<file path="src/rtl/lead_scan_pkg.sv">
package lead_scan_pkg;
  // position field must hold 0..W-1 plus a distinct "nothing found" code
  function automatic int pos_width(input int w);
    return $clog2(w) + 1;
  endfunction

  function automatic int none_code(input int pw);
    return (1 << pw) - 1;
  endfunction
endpackage

</file>
<file path="src/rtl/lead_scan_mask.sv">
module lead_scan_mask #(
  parameter int W = 32
) (
  input  logic [W-1:0] word,
  input  logic [W-1:0] op,
  output logic [W-1:0] xor_val
);
  // arithmetic shift right by one: replicate top bit into the vacated slot
  function automatic logic [W-1:0] fold_ref(input logic [W-1:0] v);
    return {v[W-1], v[W-1:1]};
  endfunction

  assign xor_val = word ^ fold_ref(op);
endmodule

</file>
<file path="src/rtl/lead_scan_prienc.sv">
module lead_scan_prienc #(
  parameter int W     = 32,
  parameter int POS_W = 6
) (
  input  logic [W-1:0]     xv,
  output logic [W-1:0]     first_hit,
  output logic             none_found,
  output logic [POS_W-1:0] pos
);
  localparam logic [POS_W-1:0] NOTFOUND = {POS_W{1'b1}};

  logic [W:0] seen;
  assign seen[W] = 1'b0;

  // prefix chain from the top: a bit is the first hit if nothing above it is set
  for (genvar i = W - 1; i >= 0; i--) begin : g_chain
    assign seen[i]      = seen[i+1] | xv[i];
    assign first_hit[i] = xv[i] & ~seen[i+1];
  end

  assign none_found = ~seen[0];

  always_comb begin
    pos = '0;
    for (int i = 0; i < W; i++) begin
      if (first_hit[i]) pos = pos | POS_W'(W - 1 - i);
    end
    if (none_found) pos = NOTFOUND;
  end
endmodule

</file>
<file path="src/rtl/lead_scan_stage.sv">
module lead_scan_stage #(
  parameter int POS_W = 6
) (
  input  logic             clk,
  input  logic             rst_n,
  input  logic             in_valid,
  input  logic             in_en,
  input  logic [POS_W-1:0] in_pos,
  output logic             q_valid,
  output logic             q_wr,
  output logic             q_trap,
  output logic [POS_W-1:0] q_pos
);
  always_ff @(posedge clk or negedge rst_n) begin
    if (!rst_n) begin
      q_valid <= 1'b0;
      q_wr    <= 1'b0;
      q_trap  <= 1'b0;
      q_pos   <= '0;
    end else begin
      q_valid <= in_valid;
      q_wr    <= in_valid & in_en;
      q_trap  <= in_valid & ~in_en;
      if (in_valid) q_pos <= in_en ? in_pos : '0;
    end
  end
endmodule

</file>
<file path="src/rtl/lead_scan_unit.sv">
module lead_scan_unit
  import lead_scan_pkg::*;
#(
  parameter int W = 32
) (
  input  logic                      clk,
  input  logic                      rst_n,
  input  logic                      req_valid,
  input  logic [W-1:0]              scan_word,
  input  logic [W-1:0]              scan_op,
  input  logic                      ext_en,
  output logic                      res_valid,
  output logic                      res_wr,
  output logic                      res_trap,
  output logic [pos_width(W)-1:0]   res_pos,
  output logic [W-1:0]              res_data
);
  localparam int POS_W = pos_width(W);

  // named internal events for the checker
  logic [W-1:0]     xor_val;
  logic [W-1:0]     first_hit;
  logic             none_found;
  logic [POS_W-1:0] comb_pos;

  lead_scan_mask #(.W(W)) u_mask (
    .word    (scan_word),
    .op      (scan_op),
    .xor_val (xor_val)
  );

  lead_scan_prienc #(.W(W), .POS_W(POS_W)) u_enc (
    .xv         (xor_val),
    .first_hit  (first_hit),
    .none_found (none_found),
    .pos        (comb_pos)
  );

  lead_scan_stage #(.POS_W(POS_W)) u_stage (
    .clk      (clk),
    .rst_n    (rst_n),
    .in_valid (req_valid),
    .in_en    (ext_en),
    .in_pos   (comb_pos),
    .q_valid  (res_valid),
    .q_wr     (res_wr),
    .q_trap   (res_trap),
    .q_pos    (res_pos)
  );

  assign res_data = {{(W - POS_W){1'b0}}, res_pos};
endmodule

</file>
<file path="config.mk">
export PLATFORM = sky130hd
export DESIGN_NAME = lead_scan_unit
export DESIGN_NICKNAME = d
export VERILOG_FILES = /design/src/rtl/lead_scan_pkg.sv /design/src/rtl/lead_scan_mask.sv /design/src/rtl/lead_scan_prienc.sv /design/src/rtl/lead_scan_stage.sv /design/src/rtl/lead_scan_unit.sv
export SDC_FILE = /design/constraint.sdc
export NUM_CORES = 1
export LEC_CHECK = 0
export BUFFER_PORTS_ARGS = -buffer_cell sky130_fd_sc_hd__buf_2
export CORE_ASPECT_RATIO = 1.75
export CORE_MARGIN = 5
export CORE_UTILIZATION = 42
export CTS_CLUSTER_SIZE = 10
export DETAILED_ROUTE_END_ITERATION = 8
export PLACE_DENSITY = 0.94
export SLEW_MARGIN = 10
export SYNTH_ARGS = -nofsm -noshare
export SYNTH_HDL_FRONTEND = slang
export SYNTH_SLANG_ARGS = --single-unit
export TNS_END_PERCENT = 30
</file>
<file path="constraint.sdc">
create_clock -name clk -period 2.1 [get_ports clk]
set_clock_uncertainty 0.2 [all_clocks]
set_input_delay 0.21 -clock clk [delete_from_list [all_inputs] [get_ports clk]]
set_output_delay 0.21 -clock clk [all_outputs]
set_load 0.05 [all_outputs]
</file>
# --- After elaboration in Yosys (flattened, before gate mapping) ---
# Cells that the tools add are included.
classes:
  add_sub_neg: 0
  multipliers: 0
  n_div: 0
  magnitude_cmp: 0
  eq_ne: 0
  n_shift: 0
  n_mux: 33
  bitwise_logic: 97
  n_reduce_logical: 0
ops:
  columns: ["operator", "n"]
  rows:
  - ["two-way mux 5 bit", 16]
  - ["bitwise AND 1 bit", 33]
  - ["two-way mux 4 bit", 8]
  - ["inverter 1 bit", 32]
  - ["XOR 32 bit", 1]
  - ["OR 1 bit", 31]
  - ["two-way mux 3 bit", 4]
  - ["two-way mux 6 bit", 2]
  - ["two-way mux 2 bit", 2]
  - ["two-way mux 1 bit", 1]
word_totals:
  reg_bits: 9
  latchBits: 0
  mem_bits_rw: 0
  rom_bits: 0
  input_bits: 68
  out_inout_bits: 41
  elab_cells: 134
  memories: 0

# --- Depth between registers and ports, before layout ---
depth:
  word_depth: 66
  depth_mapped: 6
  mapped_depth_nobuf: 6

# --- Hierarchy ---
# A second synthesis with hierarchy kept.
hier_totals:
  hier_cells: 202
  area_unflattened_um2: 1510.2
by_module_without_submodules:
  columns: ["module", "n_inst", "cells_per_inst", "area_per_inst_um2", "seq_area_each_um2"]
  rows:
  - ["lead_scan_prienc", 1, 110, 660.6, 0.0]
  - ["lead_scan_stage", 1, 27, 325.3, 225.2]
  - ["lead_scan_mask", 1, 32, 280.3, 0.0]
  - ["lead_scan_unit", 1, 33, 244.0, 0.0]

# --- Worst setup path before layout ---
# Ideal clock, no wire load.
synth_timing:
  path_kind: "input -> register"
  start: "input port scan_op[23]"
  end: "register u_stage.q_pos[1]"
  setup_time_ns: 0.087
  t_arrival_ns: 1.451
  required_ns: 1.813
  path_slack_ns: 0.361
  cell_stages: 6
  n_path_buf: 0
  cell_sequence: "xor2_1 > nor4_1 > nand4_4 > nor3_2 > a311oi_1 > a22oi_1"
synth_between:
  elab_chain_len: 57
  elab_cells_between_ends: 80
  cone_classes: "mux: 32; bitwise: 48"
synth_rtl:
  columns: ["item", "line", "text"]
  rows:
  - ["start, declared", "lead_scan_unit.sv:10", "input logic [W-1:0] scan_op,"]
  - ["XOR 32 bit *", "lead_scan_mask.sv:13", "assign xor_val = word ^ fold_ref(op);"]
  - ["OR 1 bit *", "lead_scan_prienc.sv:17", "assign seen[i] = seen[i+1] | xv[i];"]
  - ["OR 1 bit (21 in series)", "lead_scan_prienc.sv:17", null]
  - ["inverter 1 bit", "lead_scan_prienc.sv:18", "assign first_hit[i] = xv[i] & ~seen[i+1];"]
  - ["bitwise AND 1 bit", "lead_scan_prienc.sv:18", null]
  - ["two-way mux 5 bit (16 in series)", "lead_scan_prienc.sv:26", "if (first_hit[i]) pos = pos | POS_W'(W - 1 - i);"]
  - ["two-way mux 4 bit (8 in series)", "lead_scan_prienc.sv:26", null]
  - ["two-way mux 3 bit (4 in series)", "lead_scan_prienc.sv:26", null]
  - ["two-way mux 2 bit (2 in series)", "lead_scan_prienc.sv:26", null]
  - ["two-way mux 6 bit *", "lead_scan_prienc.sv:28", "if (none_found) pos = NOTFOUND;"]
  - ["two-way mux 6 bit *", "lead_scan_stage.sv:24", "if (in_valid) q_pos <= in_en ? in_pos : '0;"]
  - ["end signal, assigned", "lead_scan_stage.sv:24", null]
  - ["end, declared", "lead_scan_stage.sv:12", "output logic [POS_W-1:0] q_pos"]
# Every way passes the cells marked *; elsewhere a longest branch is shown, timed or not.
# A chain may end at the register's enable or synchronous reset.

# --- Worst setup path after layout ---
layout_timing:
  start: "input port scan_word[31]"
  end: "register u_stage.q_pos[1]"
layout_between:
  elab_chain_len: 65
  elab_cells_between_ends: 96
  cone_classes: "mux: 32; bitwise: 64"
layout_rtl:
  columns: ["item", "line", "text"]
  rows:
  - ["start, declared", "lead_scan_unit.sv:9", "input logic [W-1:0] scan_word,"]
  - ["XOR 32 bit *", "lead_scan_mask.sv:13", null]
  - ["OR 1 bit *", "lead_scan_prienc.sv:17", null]
  - ["OR 1 bit (29 in series)", "lead_scan_prienc.sv:17", null]
  - ["inverter 1 bit", "lead_scan_prienc.sv:18", null]
  - ["bitwise AND 1 bit", "lead_scan_prienc.sv:18", null]
  - ["two-way mux 5 bit (16 in series)", "lead_scan_prienc.sv:26", null]
  - ["two-way mux 4 bit (8 in series)", "lead_scan_prienc.sv:26", null]
  - ["two-way mux 3 bit (4 in series)", "lead_scan_prienc.sv:26", null]
  - ["two-way mux 2 bit (2 in series)", "lead_scan_prienc.sv:26", null]
  - ["two-way mux 6 bit *", "lead_scan_prienc.sv:28", null]
  - ["two-way mux 6 bit *", "lead_scan_stage.sv:24", null]
# Marked as above.

==> key figures <==
Run status
  • Outcome: completed

Power and ir drop
  • Leakage: 0.875 nW
  • Tot Pwr: 786 uW
  • PwrDens: 453 nW/um^2
  • Peak supply drop: 242 uV

STA
  • Final Cycle Share: 86.0%
  • RSZ-0062 raised after global routing: no
  • Fin. Hold Viols: 0
  • Hold_ws: 0.163 ns
  • Final Critical Period: 1.81 ns
  • Max Clk Rate: 554 MHz
  • Final TNS setup: 0 ns
  • Final Slew Violations: 0
  • Final setup fails: 0

Setup path
  • CP Class: in2reg
  • Startpoint type of the worst setup path: input pin
  • CP startpoint: scan_word[31]
  • Worst path top cell family by delay: simple AND/OR/NAND/NOR gates
  • CP endpoint: u_stage.q_pos[1]
  • Buf/Inv on CP: 1
  • Crit-path slowest cell: or3_4
  • End of the worst register-to-register path: u_stage.q_pos[0]
  • Reg2Reg Setup Slack: 0.87 ns
  • R2R depth: 4
  • Required time worst endpoint: 2.04 ns
  • CP Cell Sequence: buf_2 -> or3_4 -> a211oi_4 -> nand4_4 -> nor3_2 -> a311oi_1 -> a22oi_1
  • Max incr delay on CP: 0.40 ns
  • CP arrival: 1.74 ns
  • CP max FO: 5
  • Worst path depth: 7
  • Reg2reg start: u_stage.q_pos[0]
  • CP Capture Type: register

Placement
  • Routability congestion estimate: 0.796
  • Post-DP HPWL: 3.12 mm
  • I/O Buffers: 81

Logic synthesis
  • Syn Area/Cell: 8.31 sq um
  • Post-Synth Simple-Gate Area: 24.2%
  • Top_reg_cell synth: dfrtp_1
  • Multiplexer share of the synthesized area: 0.847%
  • Netlist Area Pre-Place: 1330 sq um
  • Post-synthesis compound-gate area fraction: 15.7%
  • Seq cells post-synth: 9
  • Synth warn: 0
  • Post-synthesis sequential area ratio: 16.9%
  • Adder-Cell Fraction of Synth Area: 0%
  • Post-synth ARST share: 100%
  • Synth cell types: 43
  • Main combinational cell family by area after synthesis: simple AND/OR/NAND/NOR gates
  • Number of flops mapped to enable cells by yosys: 0
  • Mapped Cells: 160
  • XOR/XNOR Fraction of Synth Area: 21.7%

Floorplanning
  • Initial Util: 42.8%
  • Core area: 3110 sq um
  • Die Wd: 52.5 um
  • Die height: 84.4 um
  • Row cnt: 27
  • Die ar.: 4440 sq um
  • I/O pins: 109

Final layout
  • Area Overhead vs Synth: 30.6%
  • FF/Latch Area: 225 sq um
  • Share of cells above drive strength 1: 40.7%
  • Fin nets: 312
  • Area of the multi-input gates: 928 sq um
  • # fillers: 311
  • Ant. Diodes: 0
  • Core Util, Final: 55.9%

Route
  • Number of DRC markers in iteration 0: 24
  • Routed Antenna Nets: 0
  • Routed len/inst: 11.9 um
  • # DRC: 0
  • Total vias in the final route: 1362
  • Wirelength, routed: 3.39 mm
  • First-pass DRT Iterations: 4
  • Vias per cell: 4.76

Clock tree
  • Sink Count: 9
  • H-tree lvl count: 1
  • Clock transition at path regs: 0.04 ns
  • CTS Root Cell: clkbuf_8
  • TritonCTS clock tree: yes
  • CTS Buf Count: 3
  • Clk buf depth: 2
  • Worst skew pair latency: 0.23 ns

Hold path
  • Worst hold path type: in2async

Global route
  • Initial antenna violation count: 0
  • Global-route track usage on met2: 30.3%
  • First-pass GRT wire length: 5.32 mm
  • Total GRT Usage: 15.1%
  • GR Util met1: 13.0%
  • Vias in the first global route: 1365
  • Grt peak-use layer: met2
  • Met3 GRT Util: 1.95%
  • Largest net degree at the start of global routing: 12
  • GRT Residual Overflow: 0

Job
  • Max cap viols: 0
==> state kept, by name (all words and copies together), names as in the netlist <==
register / flops
u_stage.q_trap: 1
u_stage.q_valid: 1
u_stage.q_pos: 6
u_stage.q_wr: 1
==> synthesized netlist by cell type, types with 4 or more instances <==
master	n	area [sq um]
o21ai_0	4	20.0
dfrtp_1	9	225
a31oi_1	5	31.3
buf_4	32	240
xor2_1	27	236
nand2b_1	4	25.0
nor2_1	6	22.5
nor3_1	4	20.0
nor2b_1	4	25.0
inv_1	7	26.3
nand2_1	7	26.3
xnor2_1	6	52.6
==> kinds of logic after synthesis <==
logic type / after synthesis
flip-flops: 9
XOR/XNOR: 33
multiplexers: 1
buffers and inverters: 40
AND/OR/NAND/NOR: 47
other: 1
AO/OA/AOI/OAI: 29
==> worst reg2reg max path, stage by stage, from the launching register on <==
cell	delay (ns)
dfrtp_1	0.38
nand2b_1	0.10
nand4_1	0.09
a211oi_1	0.22
a22oi_1	0.10
==> how the worst min path moves through the flow <==
stage | from | end | slack (ns) | cells after the start
6_report | rst_n | u_stage.q_pos[4] | 0.16 | 2
3_3_place_gp | rst_n | u_stage.q_wr | -0.14 | 1
2_1_floorplan | rst_n | u_stage.q_pos[0] | -0.29 | 0
3_5_place_dp | rst_n | u_stage.q_wr | -0.14 | 1
5_1_grt | rst_n | u_stage.q_pos[4] | 0.18 | 2
4_1_cts | rst_n | u_stage.q_wr | 0.16 | 2
==> metal layers <==
layer | up-vias | wire length (um)
li1 | 672 | -
met1 | 606 | 975
met2 | 72 | 2010
met3 | 12 | 298
met4 | 0 | 108
met5 | - | 0
==> area by class of cell <==
cell class | count | area share (%)
Tap cell | 43 | 3.10
Inverter | 7 | 1.51
Timing Repair Buffer | 87 | 26.4
Sequential cell | 9 | 13.0
Clock buffer | 4 | 2.59
Multi-Input combinational cell | 136 | 53.5
==> repair_timing <==
| action | CTS | global route |
|---|---|---|
| hold buffers | 3 | 0 |
| setup buffers | 0 | 0 |
| gates resized for setup | 0 | 0 |
| hold endpoints to repair | 11 | 0 |
==> placed cells by master, fill, tap and decap left out, drive strengths merged, types with 3 or more instances in the layout <==
master       netlist  routed
nor3               5       5
nand3              3       3
nand2b             4       4
xor2              27      27
buf               32      84
inv                7       7
nand4              4       4
o21ai              5       5
dlygate4sd3        0       3
nor4               5       5
clkbuf             1       4
nor2b              4       4
nor2               6       6
conb               1      26
a211oi             4       4
xnor2              6       6
o31ai              3       3
a31oi              5       5
nand2              7       7
dfrtp              9       9
==> stage by stage <==
stage | setup WS (ns) | instance area [sq um] | instances
2_1_floorplan | 0.361 | 1420 | 185
3_3_place_gp | 0.108 | 1660 | 279
5_1_grt | 0.121 | 1740 | 286
6_report | 0.295 | 1740 | 286
3_5_place_dp | 0.0473 | 1660 | 279
4_1_cts | 0.281 | 1740 | 286
==> report_power, final <==
group          leakage [nW]  switching, mW  internal [mW]
clock network        0.0228         0.0618          0.132
registers             0.120        0.00272          0.181
logic                 0.733          0.280          0.129
Note: power is estimated with default switching activity, not from simulation.
